<file path="config.mk">
export PLATFORM = sky130hd
export DESIGN_NAME = gpio_edge_irq
export DESIGN_NICKNAME = d
export VERILOG_FILES = /design/src/rtl/gpio_eirq_pkg.sv /design/src/rtl/gpio_eirq_decode.sv /design/src/rtl/gpio_eirq_group.sv /design/src/rtl/gpio_eirq_bankgate.sv /design/src/rtl/gpio_edge_irq.sv
export SDC_FILE = /design/constraint.sdc
export NUM_CORES = 1
export LEC_CHECK = 0
export BUFFER_PORTS_ARGS = -buffer_cell sky130_fd_sc_hd__buf_2
export CAP_MARGIN = 25
export CELL_PAD_IN_SITES_DETAIL_PLACEMENT = 1
export CELL_PAD_IN_SITES_GLOBAL_PLACEMENT = 2
export CORE_MARGIN = 5
export CORE_UTILIZATION = 38
export CTS_BUF_LIST = sky130_fd_sc_hd__clkbuf_16
export CTS_CLUSTER_DIAMETER = 60
export DETAILED_ROUTE_END_ITERATION = 7
export PLACE_DENSITY_LB_ADDON = 0.1
export SYNTH_ARGS = -nofsm -noshare
export SYNTH_HDL_FRONTEND = slang
export SYNTH_SLANG_ARGS = --single-unit
</file>
<file path="constraint.sdc">
create_clock -name clk -period 1.7 [get_ports clk]
set_input_delay 0.17 -clock clk [delete_from_list [all_inputs] [get_ports clk]]
set_output_delay 0.17 -clock clk [all_outputs]
set_load 0.01 [all_outputs]
</file>
<file path="src/rtl/gpio_eirq_pkg.sv">
package gpio_eirq_pkg;

    // Pins per register group and per interrupt bank
    localparam int unsigned GRP_BITS  = 32;
    localparam int unsigned BANK_PINS = 16;

    // Address layout (byte addresses)
    localparam int unsigned BANK_EN_ADDR  = 32'h08;
    localparam int unsigned GRP_BASE      = 32'h10;
    localparam int unsigned GRP_STRIDE    = 32'h28;
    localparam int unsigned OFS_SET_RISE  = 32'h14;
    localparam int unsigned OFS_CLR_RISE  = 32'h18;
    localparam int unsigned OFS_SET_FALL  = 32'h1C;
    localparam int unsigned OFS_CLR_FALL  = 32'h20;
    localparam int unsigned OFS_STATUS    = 32'h24;

    // Per-group write strobes produced by the decoder
    typedef struct packed {
        logic set_rise;
        logic clr_rise;
        logic set_fall;
        logic clr_fall;
        logic clr_status;
    } grp_wr_t;

endpackage

</file>
<file path="src/rtl/gpio_eirq_decode.sv">
module gpio_eirq_decode
    import gpio_eirq_pkg::*;
#(
    parameter int unsigned ADDR_W     = 8,
    parameter int unsigned NUM_GROUPS = 2
) (
    input  logic                              wr_i,
    input  logic [ADDR_W-1:0]                 addr_i,
    output grp_wr_t [NUM_GROUPS-1:0]          grp_wr_o,
    output logic    [NUM_GROUPS-1:0]          grp_rd_sel_o,
    output logic                              ben_wr_o,
    output logic                              ben_rd_sel_o
);

    always_comb begin
        ben_rd_sel_o = (addr_i == ADDR_W'(BANK_EN_ADDR));
        ben_wr_o     = wr_i && ben_rd_sel_o;
        for (int g = 0; g < NUM_GROUPS; g++) begin
            grp_rd_sel_o[g]        = (addr_i == ADDR_W'(GRP_BASE + g * GRP_STRIDE + OFS_STATUS));
            grp_wr_o[g].set_rise   = wr_i && (addr_i == ADDR_W'(GRP_BASE + g * GRP_STRIDE + OFS_SET_RISE));
            grp_wr_o[g].clr_rise   = wr_i && (addr_i == ADDR_W'(GRP_BASE + g * GRP_STRIDE + OFS_CLR_RISE));
            grp_wr_o[g].set_fall   = wr_i && (addr_i == ADDR_W'(GRP_BASE + g * GRP_STRIDE + OFS_SET_FALL));
            grp_wr_o[g].clr_fall   = wr_i && (addr_i == ADDR_W'(GRP_BASE + g * GRP_STRIDE + OFS_CLR_FALL));
            grp_wr_o[g].clr_status = wr_i && grp_rd_sel_o[g];
        end
    end

endmodule

</file>
<file path="src/rtl/gpio_eirq_group.sv">
module gpio_eirq_group
    import gpio_eirq_pkg::*;
#(
    parameter int unsigned WIDTH = 32
) (
    input  logic             clk,
    input  logic             rst_n,
    input  logic [WIDTH-1:0] pins_i,
    input  logic [WIDTH-1:0] wdata_i,
    input  grp_wr_t          strb_i,
    output logic [WIDTH-1:0] status_o
);

    typedef struct packed {
        logic [WIDTH-1:0] prev;
        logic [WIDTH-1:0] rise_en;
        logic [WIDTH-1:0] fall_en;
        logic [WIDTH-1:0] status;
    } grp_state_t;

    grp_state_t       st_d, st_q;
    logic [WIDTH-1:0] hit;
    logic [WIDTH-1:0] clr_mask;

    always_comb begin
        hit      = (pins_i & ~st_q.prev & st_q.rise_en)
                 | (~pins_i & st_q.prev & st_q.fall_en);
        clr_mask = strb_i.clr_status ? wdata_i : '0;
        st_d      = st_q;
        st_d.prev = pins_i;
        if (strb_i.set_rise) st_d.rise_en = st_q.rise_en | wdata_i;
        if (strb_i.clr_rise) st_d.rise_en = st_q.rise_en & ~wdata_i;
        if (strb_i.set_fall) st_d.fall_en = st_q.fall_en | wdata_i;
        if (strb_i.clr_fall) st_d.fall_en = st_q.fall_en & ~wdata_i;
        // new edges win over a same-cycle clear
        st_d.status = (st_q.status & ~clr_mask) | hit;
    end

    always_ff @(posedge clk or negedge rst_n) begin
        if (!rst_n) st_q <= '0;
        else        st_q <= st_d;
    end

    assign status_o = st_q.status;


    status_fall_needs_clear_chk: assert property (@(posedge clk) disable iff (!rst_n)
        ($past(st_q.status) & ~st_q.status & ~$past(clr_mask)) == '0);


    status_rise_needs_edge_chk: assert property (@(posedge clk) disable iff (!rst_n)
        (st_q.status & ~$past(st_q.status) & ~$past(hit)) == '0);


    edge_beats_clear_chk: assert property (@(posedge clk) disable iff (!rst_n)
        ($past(hit) & ~st_q.status) == '0);


    rise_clear_takes_chk: assert property (@(posedge clk) disable iff (!rst_n)
        strb_i.clr_rise |=> (st_q.rise_en & $past(wdata_i)) == '0);


    fall_clear_takes_chk: assert property (@(posedge clk) disable iff (!rst_n)
        strb_i.clr_fall |=> (st_q.fall_en & $past(wdata_i)) == '0);

endmodule

</file>
<file path="src/rtl/gpio_eirq_bankgate.sv">
module gpio_eirq_bankgate
    import gpio_eirq_pkg::*;
#(
    parameter int unsigned NUM_PINS   = 64,
    parameter int unsigned NUM_DIRECT = 8,
    localparam int unsigned NUM_BANKS = NUM_PINS / BANK_PINS
) (
    input  logic                  clk,
    input  logic                  rst_n,
    input  logic                  ben_wr_i,
    input  logic [NUM_BANKS-1:0]  ben_wdata_i,
    input  logic [NUM_PINS-1:0]   status_i,
    output logic [NUM_BANKS-1:0]  ben_o,
    output logic [NUM_BANKS-1:0]  bank_irq_o,
    output logic [NUM_DIRECT-1:0] direct_irq_o
);

    typedef struct packed {
        logic [NUM_BANKS-1:0] ben;
    } gate_state_t;

    gate_state_t st_d, st_q;

    always_comb begin
        st_d = st_q;
        if (ben_wr_i) st_d.ben = ben_wdata_i;
    end

    always_ff @(posedge clk or negedge rst_n) begin
        if (!rst_n) st_q <= '0;
        else        st_q <= st_d;
    end

    assign ben_o = st_q.ben;

    for (genvar b = 0; b < NUM_BANKS; b++) begin : g_bank
        assign bank_irq_o[b] = st_q.ben[b] & (|status_i[b*BANK_PINS +: BANK_PINS]);


        quiet_bank_low_chk: assert property (@(posedge clk) disable iff (!rst_n)
            (status_i[b*BANK_PINS +: BANK_PINS] == '0) |-> !bank_irq_o[b]);
    end

    for (genvar i = 0; i < NUM_DIRECT; i++) begin : g_direct
        assign direct_irq_o[i] = st_q.ben[0] & status_i[i];
    end


    ben_write_lands_chk: assert property (@(posedge clk) disable iff (!rst_n)
        ben_wr_i |=> st_q.ben == $past(ben_wdata_i));


    direct_needs_status_chk: assert property (@(posedge clk) disable iff (!rst_n)
        (direct_irq_o & ~status_i[NUM_DIRECT-1:0]) == '0);

endmodule

</file>
<file path="src/rtl/gpio_edge_irq.sv">
module gpio_edge_irq
    import gpio_eirq_pkg::*;
#(
    parameter int unsigned NUM_PINS   = 64,
    parameter int unsigned NUM_DIRECT = 8,
    parameter int unsigned ADDR_W     = 8,
    parameter int unsigned DATA_W     = 32,
    localparam int unsigned NUM_GROUPS = NUM_PINS / GRP_BITS,
    localparam int unsigned NUM_BANKS  = NUM_PINS / BANK_PINS
) (
    input  logic                  clk,
    input  logic                  rst_n,
    input  logic [NUM_PINS-1:0]   pins_i,
    input  logic                  bus_wr_i,
    input  logic [ADDR_W-1:0]     bus_addr_i,
    input  logic [DATA_W-1:0]     bus_wdata_i,
    output logic [DATA_W-1:0]     bus_rdata_o,
    output logic [NUM_BANKS-1:0]  bank_irq_o,
    output logic [NUM_DIRECT-1:0] direct_irq_o
);

    grp_wr_t [NUM_GROUPS-1:0] grp_wr;
    logic    [NUM_GROUPS-1:0] grp_rd_sel;
    logic                     ben_wr;
    logic                     ben_rd_sel;
    logic    [NUM_PINS-1:0]   status;
    logic    [NUM_BANKS-1:0]  ben;

    gpio_eirq_decode #(
        .ADDR_W     (ADDR_W),
        .NUM_GROUPS (NUM_GROUPS)
    ) u_decode (
        .wr_i         (bus_wr_i),
        .addr_i       (bus_addr_i),
        .grp_wr_o     (grp_wr),
        .grp_rd_sel_o (grp_rd_sel),
        .ben_wr_o     (ben_wr),
        .ben_rd_sel_o (ben_rd_sel)
    );

    for (genvar g = 0; g < NUM_GROUPS; g++) begin : g_grp
        gpio_eirq_group #(
            .WIDTH (GRP_BITS)
        ) u_group (
            .clk      (clk),
            .rst_n    (rst_n),
            .pins_i   (pins_i[g*GRP_BITS +: GRP_BITS]),
            .wdata_i  (bus_wdata_i[GRP_BITS-1:0]),
            .strb_i   (grp_wr[g]),
            .status_o (status[g*GRP_BITS +: GRP_BITS])
        );
    end

    gpio_eirq_bankgate #(
        .NUM_PINS   (NUM_PINS),
        .NUM_DIRECT (NUM_DIRECT)
    ) u_gate (
        .clk          (clk),
        .rst_n        (rst_n),
        .ben_wr_i     (ben_wr),
        .ben_wdata_i  (bus_wdata_i[NUM_BANKS-1:0]),
        .status_i     (status),
        .ben_o        (ben),
        .bank_irq_o   (bank_irq_o),
        .direct_irq_o (direct_irq_o)
    );

    always_comb begin
        bus_rdata_o = '0;
        if (ben_rd_sel) bus_rdata_o[NUM_BANKS-1:0] = ben;
        for (int g = 0; g < NUM_GROUPS; g++) begin
            if (grp_rd_sel[g]) bus_rdata_o[GRP_BITS-1:0] = status[g*GRP_BITS +: GRP_BITS];
        end
    end


    reset_quiet_chk: assert property (@(posedge clk) disable iff (!rst_n)
        $rose(rst_n) |-> (bank_irq_o == '0 && direct_irq_o == '0));

endmodule

</file>
Word level (Yosys, flattened, before mapping)
Cells that the tools add are included.
Word-level totals
  bits of input ports: 107
  output and inout port bits: 44
  register bits: 260
Cells by class
  equal/unequal tests: 11
  bitwise logic cells: 41
  muxes and demuxes: 13
  reduce and logical (&&, ||, !) cells: 19
Operators by type and width (count)
  32-bit AND: 14
  32-bit 2-to-1 mux: 12
  32-bit bitwise OR: 8
  32-bit NOT: 7
  16-bit OR reduction: 4
  8-bit by 6-bit equality test with 1-bit output (second input constant): 5
  8-bit by 7-bit equality test with 1-bit output (second input constant): 5
  1-bit AND: 12
  1-bit logical AND: 11
  8-bit by 4-bit equality test with 1-bit output (second input constant): 1
  2-bit nonzero test: 4
  4-bit 2-to-1 mux: 1

Depth between registers and ports, before layout
Gate-level depths: netlist of run 1.
  depth after elaboration: 6
  mapped depth: 6
  gate-level depth less buffers: 3

Modules after synthesis
From an unflattened synthesis of run 1, not the netlist that was laid out.
Second synthesis, totals
  cell total of the unflattened synthesis: 989
  area total of the unflattened synthesis: 11305.8 sq um
Modules (own cells, without submodules)
  gpio_eirq_group: sequential area each 3203.1 sq um, area an instance 5181.2 sq um, cells each 431, times used 2
  gpio_edge_irq: sequential area each 0.0 sq um, area an instance 427.9 sq um, cells each 57, times used 1
  gpio_eirq_bankgate: sequential area each 100.1 sq um, area an instance 349.1 sq um, cells each 44, times used 1
  gpio_eirq_decode: sequential area each 0.0 sq um, area an instance 166.4 sq um, cells each 26, times used 1

Worst setup path after synthesis of run 1
OpenSTA, ideal clock, no wires.
  path type: input to output
  start: input bus_addr_i[6]
  end: output bus_rdata_o[2]
  cell stages on the path: 5
  data required time: 1.530 ns
  arrival time: 1.455 ns
  path buffers: 2
  setup slack: 0.075 ns
  path through: or4b_1 buf_2 nor4_4 buf_6 a221o_1
Between the ends
  word-level cells in the longest chain between the ends: 4
  elaborated cells on any way between the ends: 6
Ends and longest elaborated chain
  start, declared: RTL line gpio_edge_irq.sv:15  | input logic [ADDR_W-1:0] bus_addr_i,
  8-bit by 4-bit equality test with 1-bit output: RTL line gpio_eirq_decode.sv:16  | ben_rd_sel_o = (addr_i == ADDR_W'(BANK_EN_ADDR));
  4-bit 2-to-1 mux: RTL line gpio_edge_irq.sv:70  | if (ben_rd_sel) bus_rdata_o[NUM_BANKS-1:0] = ben;
  32-bit 2-to-1 mux: RTL line gpio_edge_irq.sv:72  | if (grp_rd_sel[g]) bus_rdata_o[GRP_BITS-1:0] = status[g*GRP_BITS +: GRP_BITS];
  32-bit 2-to-1 mux *: RTL line gpio_edge_irq.sv:72
  end, declared: RTL line gpio_edge_irq.sv:17  | output logic [DATA_W-1:0] bus_rdata_o,
Mark *: on every way between the ends. The rest lies on a longest branch, timed or not.

Final worst setup path of run 1
  start: register g_grp[1].u_group.st_q, in the netlist g_grp[1].u_group.status_o[29]
  end: output bank_irq_o[3]
Between the ends
  word-level cells in the longest chain between the ends: 2
Ends and longest elaborated chain
  start, declared: RTL line gpio_eirq_group.sv:21  | grp_state_t st_d, st_q;
  start signal, assigned: RTL line gpio_eirq_group.sv:41  | else st_q <= st_d;
  16-bit OR reduction: RTL line gpio_eirq_bankgate.sv:37  | assign bank_irq_o[b] = st_q.ben[b] & (|status_i[b*BANK_PINS +: BANK_PINS]);
  1-bit AND: RTL line gpio_eirq_bankgate.sv:37
  end, declared: RTL line gpio_edge_irq.sv:18  | output logic [NUM_BANKS-1:0] bank_irq_o,
Every way passes these cells.

==> impl_metrics.py, run 1 <==
metrics = {
    "outcome": {
        "status": "finished, violations left",
        "violations": "negative setup slack",
    },
    "route": {
        "drt_wl_total_um": 45300,
        "via_per_inst": 5.93,
        "num_vias": 10658,
        "wl_met2_um": 21300,
        "met1Wirelength_um": 21000,
        "post_drt_wl_per_cell_um": 25.2,
        "drc_errors": 0,
        "dr_wl_met3_um": 2080,
        "drt_iter0_markers": 576,
        "top_layer": "met5",
        "detail-route-antenna-nets": 0,
        "dr.pass1.iters": 5,
    },
    "place": {
        "port_buffers": 150,
        "place.gp.congestion": 0.816,
        "dp.cells": 1634,
        "dpl.hpwl_um": 30300,
    },
    "synthesis": {
        "async_flop_share_pct": 100,
        "ys.flop_type": "dfrtp_1",
        "synth_common_cells": "dfrtp_1 (260), nand3b_1 (98), clkbuf_1 (82)",
        "yosysSeqAreaShare_pct": 52.9,
        "synth.most_common_cell": "dfrtp_1",
        "ys_types": 44,
        "ys_seq_elements": 260,
        "synth_area_leaders": "dfrtp_1 (53%), nand3b_1 (6.0%), mux2_2 (5.5%)",
        "synth_area_um2": 12300,
        "yosysTopAreaCellShare_pct": 52.9,
        "ys_warn_count": 0,
        "synth_edf_count": 0,
        "netlist.top_cell.by_area": "dfrtp_1",
        "syn-num-nets": 1231,
        "syn_inst": 1124,
        "syn_area_per_cell_um2": 10.9,
    },
    "cts": {
        "clockBufferDepth": 3,
        "cts_tree": "built",
        "root_buffer": "clkbuf_16",
        "numCtsBuffers": 34,
        "htree_levels": 2,
        "clk_pin_slew_worst_paths_ns": 0.05,
        "clkSinkCount": 260,
        "worstSkewPairLatency_ns": 0.51,
    },
    "grt": {
        "grt_overflow": 0,
        "antenna_found_initial": 2,
        "track_usage_pct": 25.0,
        "grt_pass1_vias": 11415,
        "grt_max_degree": 44,
        "grt_first_pass_wirelength_um": 70400,
    },
    "sta": {
        "fin_setup_tns_ns": -3.08,
        "fin_crit_ns": 1.83,
        "report.final.slew_viol_count": 0,
        "setup_slack_ns": -0.134,
        "worstMarginPinSlew_ns": 0.548,
        "slew_headroom_pct": 63.4,
        "max_freq_mhz": 545,
        "setup_viol": 36,
        "rsz0062_at_grt": "yes",
        "fin_worst_skew_ns": 0.0142,
        "hold_viol": 0,
        "period_share_pct": 108,
    },
    "power_and_ir_drop": {
        "p_per_area_nw_per_um2": 1120,
        "leakage_nw": 7.01,
        "ir_worst_vdd_mv": 0.700,
        "total_power_mw": 18.3,
    },
    "die": {
        "fp.coreArea_um2": 31700,
        "die_area_um2": 36000,
        "rows": 65,
        "initial_core_util_pct": 38.7,
        "die_y_um": 190,
        "io-pin-count": 151,
        "die_x_um": 190,
    },
    "critical_path": {
        "critPathRequiredTime_ns": 1.53,
        "critPathKind": "register to primary output",
        "crit_path_max_incr_delay_ns": 0.40,
        "cp_num_buf_inv": 2,
        "crit_path_top_delay_cell": "dfrtp_1",
        "crit_family": "flip-flops",
        "worst_setup_path_end_kind": "primary output",
        "cp_cell_sequence": "nor4_2 -> buf_4 -> a41oi_2 -> buf_2",
        "cp-start-kind": "register",
        "timing.critical_path.arrival_ns": 1.66,
        "crit_path_max_fanout": 2,
    },
    "job": {
        "maxCapViolCount": 0,
    },
    "cells_and_area": {
        "n_antenna_cell": 0,
        "multi_input_area_um2": 5370,
        "seqCellArea_um2": 6510,
        "nets": 1480,
        "final_util_pct": 51.6,
        "drive_gt1_share_pct": 28.7,
        "finalNonFillerCells": 1797,
        "areaGrowthSynthToFinish_pct": 33.2,
        "nFillCells": 3317,
    },
    "hold_path": {
        "hold_class": "primary input to register",
    },
}
==> final timing paths <==
kind | startpoint | end | slack, ns | depth (start not counted)
setup reg to reg | g_grp[1].u_group.status_o[31]$_DFF_PN0_ | g_grp[1].u_group.status_o[31]$_DFF_PN0_ | 0.68 | 3
setup / recovery | g_grp[1].u_group.status_o[29]$_DFF_PN0_ | bank_irq_o[3] | -0.13 | 4
hold reg to reg | g_grp[0].u_group.st_q[109]$_DFF_PN0_ | g_grp[0].u_group.status_o[13]$_DFF_PN0_ | 0.47 | 1
hold / removal | bus_wdata_i[18] | register | 0.01 | 2
max in group asynchronous | rst_n | asynchronous set/reset pin | 0.87 | 3
min in group asynchronous | rst_n | g_grp[1].u_group.st_q[99]$_DFF_PN0_ | 0.16 | 2
==> layout make-up <==
| type | count | share of cell area, % |
|---|---|---|
| clock inverter | 21 | 0.886 |
| clock buffer | 37 | 5.65 |
| sequential | 260 | 39.8 |
| inverter | 35 | 0.802 |
| multi-input combinational | 699 | 32.8 |
| tap | 402 | 3.07 |
| timing repair buffer | 343 | 17.0 |
==> logic make-up after synthesis <==
kind of cell,synth area share [%]
mux,6.19
flops,52.9
simple gates,17.9
buf+inv,5.65
compound gates,17.2
xor+xnor,0.143
==> where the power goes <==
part	total, mW	internal, mW	switching [mW]
Sequential	8.37	7.18	1.20
Combinational	2.99	1.52	1.47
Clock	6.90	4.19	2.71
==> routing by layer <==
| layer | global-route usage, % | vias to the layer above |
|---|---|---|
| li1 | - | 4808 |
| met1 | 35.4 | 5525 |
| met2 | 40.3 | 261 |
| met3 | 3.96 | 60 |
| met4 | 6.40 | 4 |
| met5 | 0 | - |
==> placed cells by master (no fill, tap or decap), types with 32 or more instances in the layout <==
cell type      netlist  routed
a21oi_1             64      64
a41oi_1             68      64
buf_2               41     142
buf_4                0      75
clkbuf_16            0      37
dfrtp_1            260     255
dlygate4sd3_1        0      90
inv_1               35      39
mux2_2              60      60
nand2_1             62      62
nand3b_1            98      98
nand4_1             61      61
nor3b_1             32      32
nor4_1              49      33
o211ai_1            33      33
==> metrics by stage <==
stage / instance area, um^2 / worst slack, ns / hold WS (ns)
CTS: 16200 / -0.211 / 0.000583
finish: 16400 / -0.134 / 0.0106
floorplan: 12300 / 0.0746 / -0.126
global route: 16400 / -0.207 / 0.0165
global placement: 14000 / -0.251 / 0.116
detailed placement: 14000 / -0.243 / 0.113
==> timing repair <==
| item | CTS | global route |
|---|---|---|
| hold endpoints to repair | 334 | 1 |
| hold buffers | 89 | 1 |
| gates cloned | 1 | 1 |
| gates resized for setup | 38 | 30 |
| pin swaps | 11 | 12 |
| endpoints found under the setup margin | 36 | 36 |
| setup buffers | 10 | 4 |
No activity file was read; power rests on OpenSTA's default activity.
==> run 2: changes to the inputs <==
Settings changed: CORE_ASPECT_RATIO set to 0.75, PLACE_DENSITY set to 0.83, PLACE_DENSITY_LB_ADDON 0.1 to unset.
==> run 2 against run 1 <==
  * The run still ends with negative setup slack left
  * Clock skew shrank 0.0062 ns
  * Non-clock buffer count decreased by 18
  * Global-route usage is 0.63 points lower
  * Utilization down 1.8 points
  * Sequential power increased by 1%
  * Die area rose by 0.10%
  * Critical path type unchanged
  * Largest cell class unchanged
  * Largest power group unchanged
  * Highest routed layer is now met4
==> impl_metrics.py, run 2 (same netlist as run 1, synthesis figures left out) <==
metrics = {
    "critical_path": {
        "critPathLaunch": "g_grp[1].u_group.status_o[18]$_DFF_PN0_",
        "critPathRequiredTime_ns": 1.53,
        "timing.critical_path.arrival_ns": 1.82,
        "crit_path_top_delay_cell": "dfrtp_2",
        "crit_path_max_fanout": 3,
        "worst_setup_path_end_kind": "primary output",
        "crit_path_max_incr_delay_ns": 0.46,
        "cp_cell_sequence": "nor4_4 -> buf_4 -> a41oi_2 -> buf_2",
        "rrSetupSlack_ns": 0.67,
        "reg2reg_to": "g_grp[1].u_group.status_o[27]$_DFF_PN0_",
        "reg2reg_depth": 3,
        "critPathCapture": "bank_irq_o[3]",
        "critPathKind": "register to primary output",
        "cp-start-kind": "register",
    },
    "hold_path": {
        "worst_hold_path.num_cells": 4,
        "hold_class": "primary input to register",
    },
    "die": {
        "io-pin-count": 151,
        "die_x_um": 218,
        "die_y_um": 166,
        "rows": 57,
        "fp.coreArea_um2": 32200,
        "initial_core_util_pct": 38.2,
        "die_area_um2": 36100,
    },
    "cts": {
        "worstSkewPairLatency_ns": 0.56,
        "cts_tree": "built",
        "clkSinkCount": 260,
        "htree_levels": 1,
        "root_buffer": "clkbuf_16",
        "numCtsBuffers": 29,
        "clk_pin_slew_worst_paths_ns": 0.06,
        "clockBufferDepth": 3,
    },
    "cells_and_area": {
        "areaGrowthSynthToFinish_pct": 30.5,
        "finalNonFillerCells": 1814,
        "final_common_cell": "dfrtp_1",
        "drive_gt1_share_pct": 27.1,
        "nets": 1457,
        "final_cell_mix": "dfrtp_1 (253), buf_2 (146), nand3b_1 (98)",
    },
    "sta": {
        "worstMarginPinSlew_ns": 0.554,
        "rsz0062_at_grt": "yes",
        "fin_crit_ns": 1.99,
        "hold_viol": 0,
        "setup_viol": 36,
        "max_freq_mhz": 502,
        "fin_worst_skew_ns": 0.00809,
        "period_share_pct": 117,
        "report.final.slew_viol_count": 0,
        "slew_headroom_pct": 62.7,
        "setup_slack_ns": -0.291,
    },
    "grt": {
        "antenna_found_initial": 0,
        "grt_max_degree": 54,
        "grt_first_pass_wirelength_um": 69900,
        "grt_overflow": 0,
        "track_usage_pct": 24.4,
        "grt_pass1_vias": 11471,
    },
    "route": {
        "via_per_inst": 5.97,
        "drt_wl_total_um": 44600,
        "num_vias": 10825,
        "drc_errors": 0,
        "detail-route-antenna-nets": 0,
        "drt_iter0_markers": 630,
        "dr.pass1.iters": 5,
        "post_drt_wl_per_cell_um": 24.6,
    },
    "place": {
        "dpl.hpwl_um": 29600,
        "pre_cts_ws_ns": -0.251,
        "port_buffers": 150,
        "dp.cells": 1655,
        "place.gp.congestion": 0.823,
    },
    "power_and_ir_drop": {
        "leakage_nw": 6.79,
        "total_power_mw": 17.2,
        "ir_worst_vdd_mv": 0.755,
        "p_per_area_nw_per_um2": 1070,
    },
    "job": {
        "maxCapViolCount": 0,
    },
    "outcome": {
        "status": "finished, violations left",
        "violations": "negative setup slack",
    },
}
run 2: final cells by class:
type	count	area [um^2]
fillers	3420	16100
flip-flops and latches	260	6520
multi-input cells	699	5310
repair buffers	325	2650
clock buffers	29	726
well taps	442	553
clock inverters	23	150
inverters	35	131
diodes	1	2.50
run 2: timing repair:
action	CTS	global route
setup endpoints to repair	36	36
gates resized for setup	43	12
pin swaps	7	8
endpoints found under the hold margin	448	0
setup buffers	7	1
cloned	2	0
hold buffers	97	0
run 2: metrics by stage:
stage	util [%]	hold slack (ns)	setup TNS (ns)	instance area [um^2]
2_1_floorplan	-	-0.126	0	12300
3_3_place_gp	43.1	0.108	-12.33	13900
3_5_place_dp	43.1	0.105	-15.38	13900
4_1_cts	49.7	0.0293	-3.97	16000
5_1_grt	49.8	0.0708	-8.18	16000
6_report	49.9	0.0535	-6.07	16000
run 2: where the power goes:
part           switching (mW)  leakage [nW]  internal [mW]
Sequential               1.28          3.25           7.17
Clock                    2.67         0.444           3.26
Combinational            1.41          3.10           1.40
Total                    5.36          6.79           11.8
run 2: how the worst min path moves through the flow:
| stage | start | endpoint |
|---|---|---|
| after floorplan | rst_n | asynchronous set/reset pin |
| after global placement | rst_n | g_grp[0].u_group.st_q[111]$_DFF_PN0_ |
| after detailed placement | rst_n | asynchronous set/reset pin |
| after CTS | bus_wr_i | g_grp[1].u_group.status_o[29]$_DFF_PN0_ |
| after global routing | bus_wr_i | g_grp[1].u_group.status_o[29]$_DFF_PN0_ |
| final | bus_wr_i | g_grp[1].u_group.status_o[29]$_DFF_PN0_ |
run 2: routing by layer:
layer  global-route usage [%]  share of wire (%)
met1                     36.7                 47
met2                     37.2                 45
met3                     4.28                6.1
met4                     5.08                2.0
met5                        0                  0
run 2: worst max-delay path, delay by kind of cell (launching register included):
kind | cells | cell delay [ns]
buf+inv | 2 | 0.36
simple gates | 1 | 0.35
compound gates | 1 | 0.09
flops | 1 | 0.46
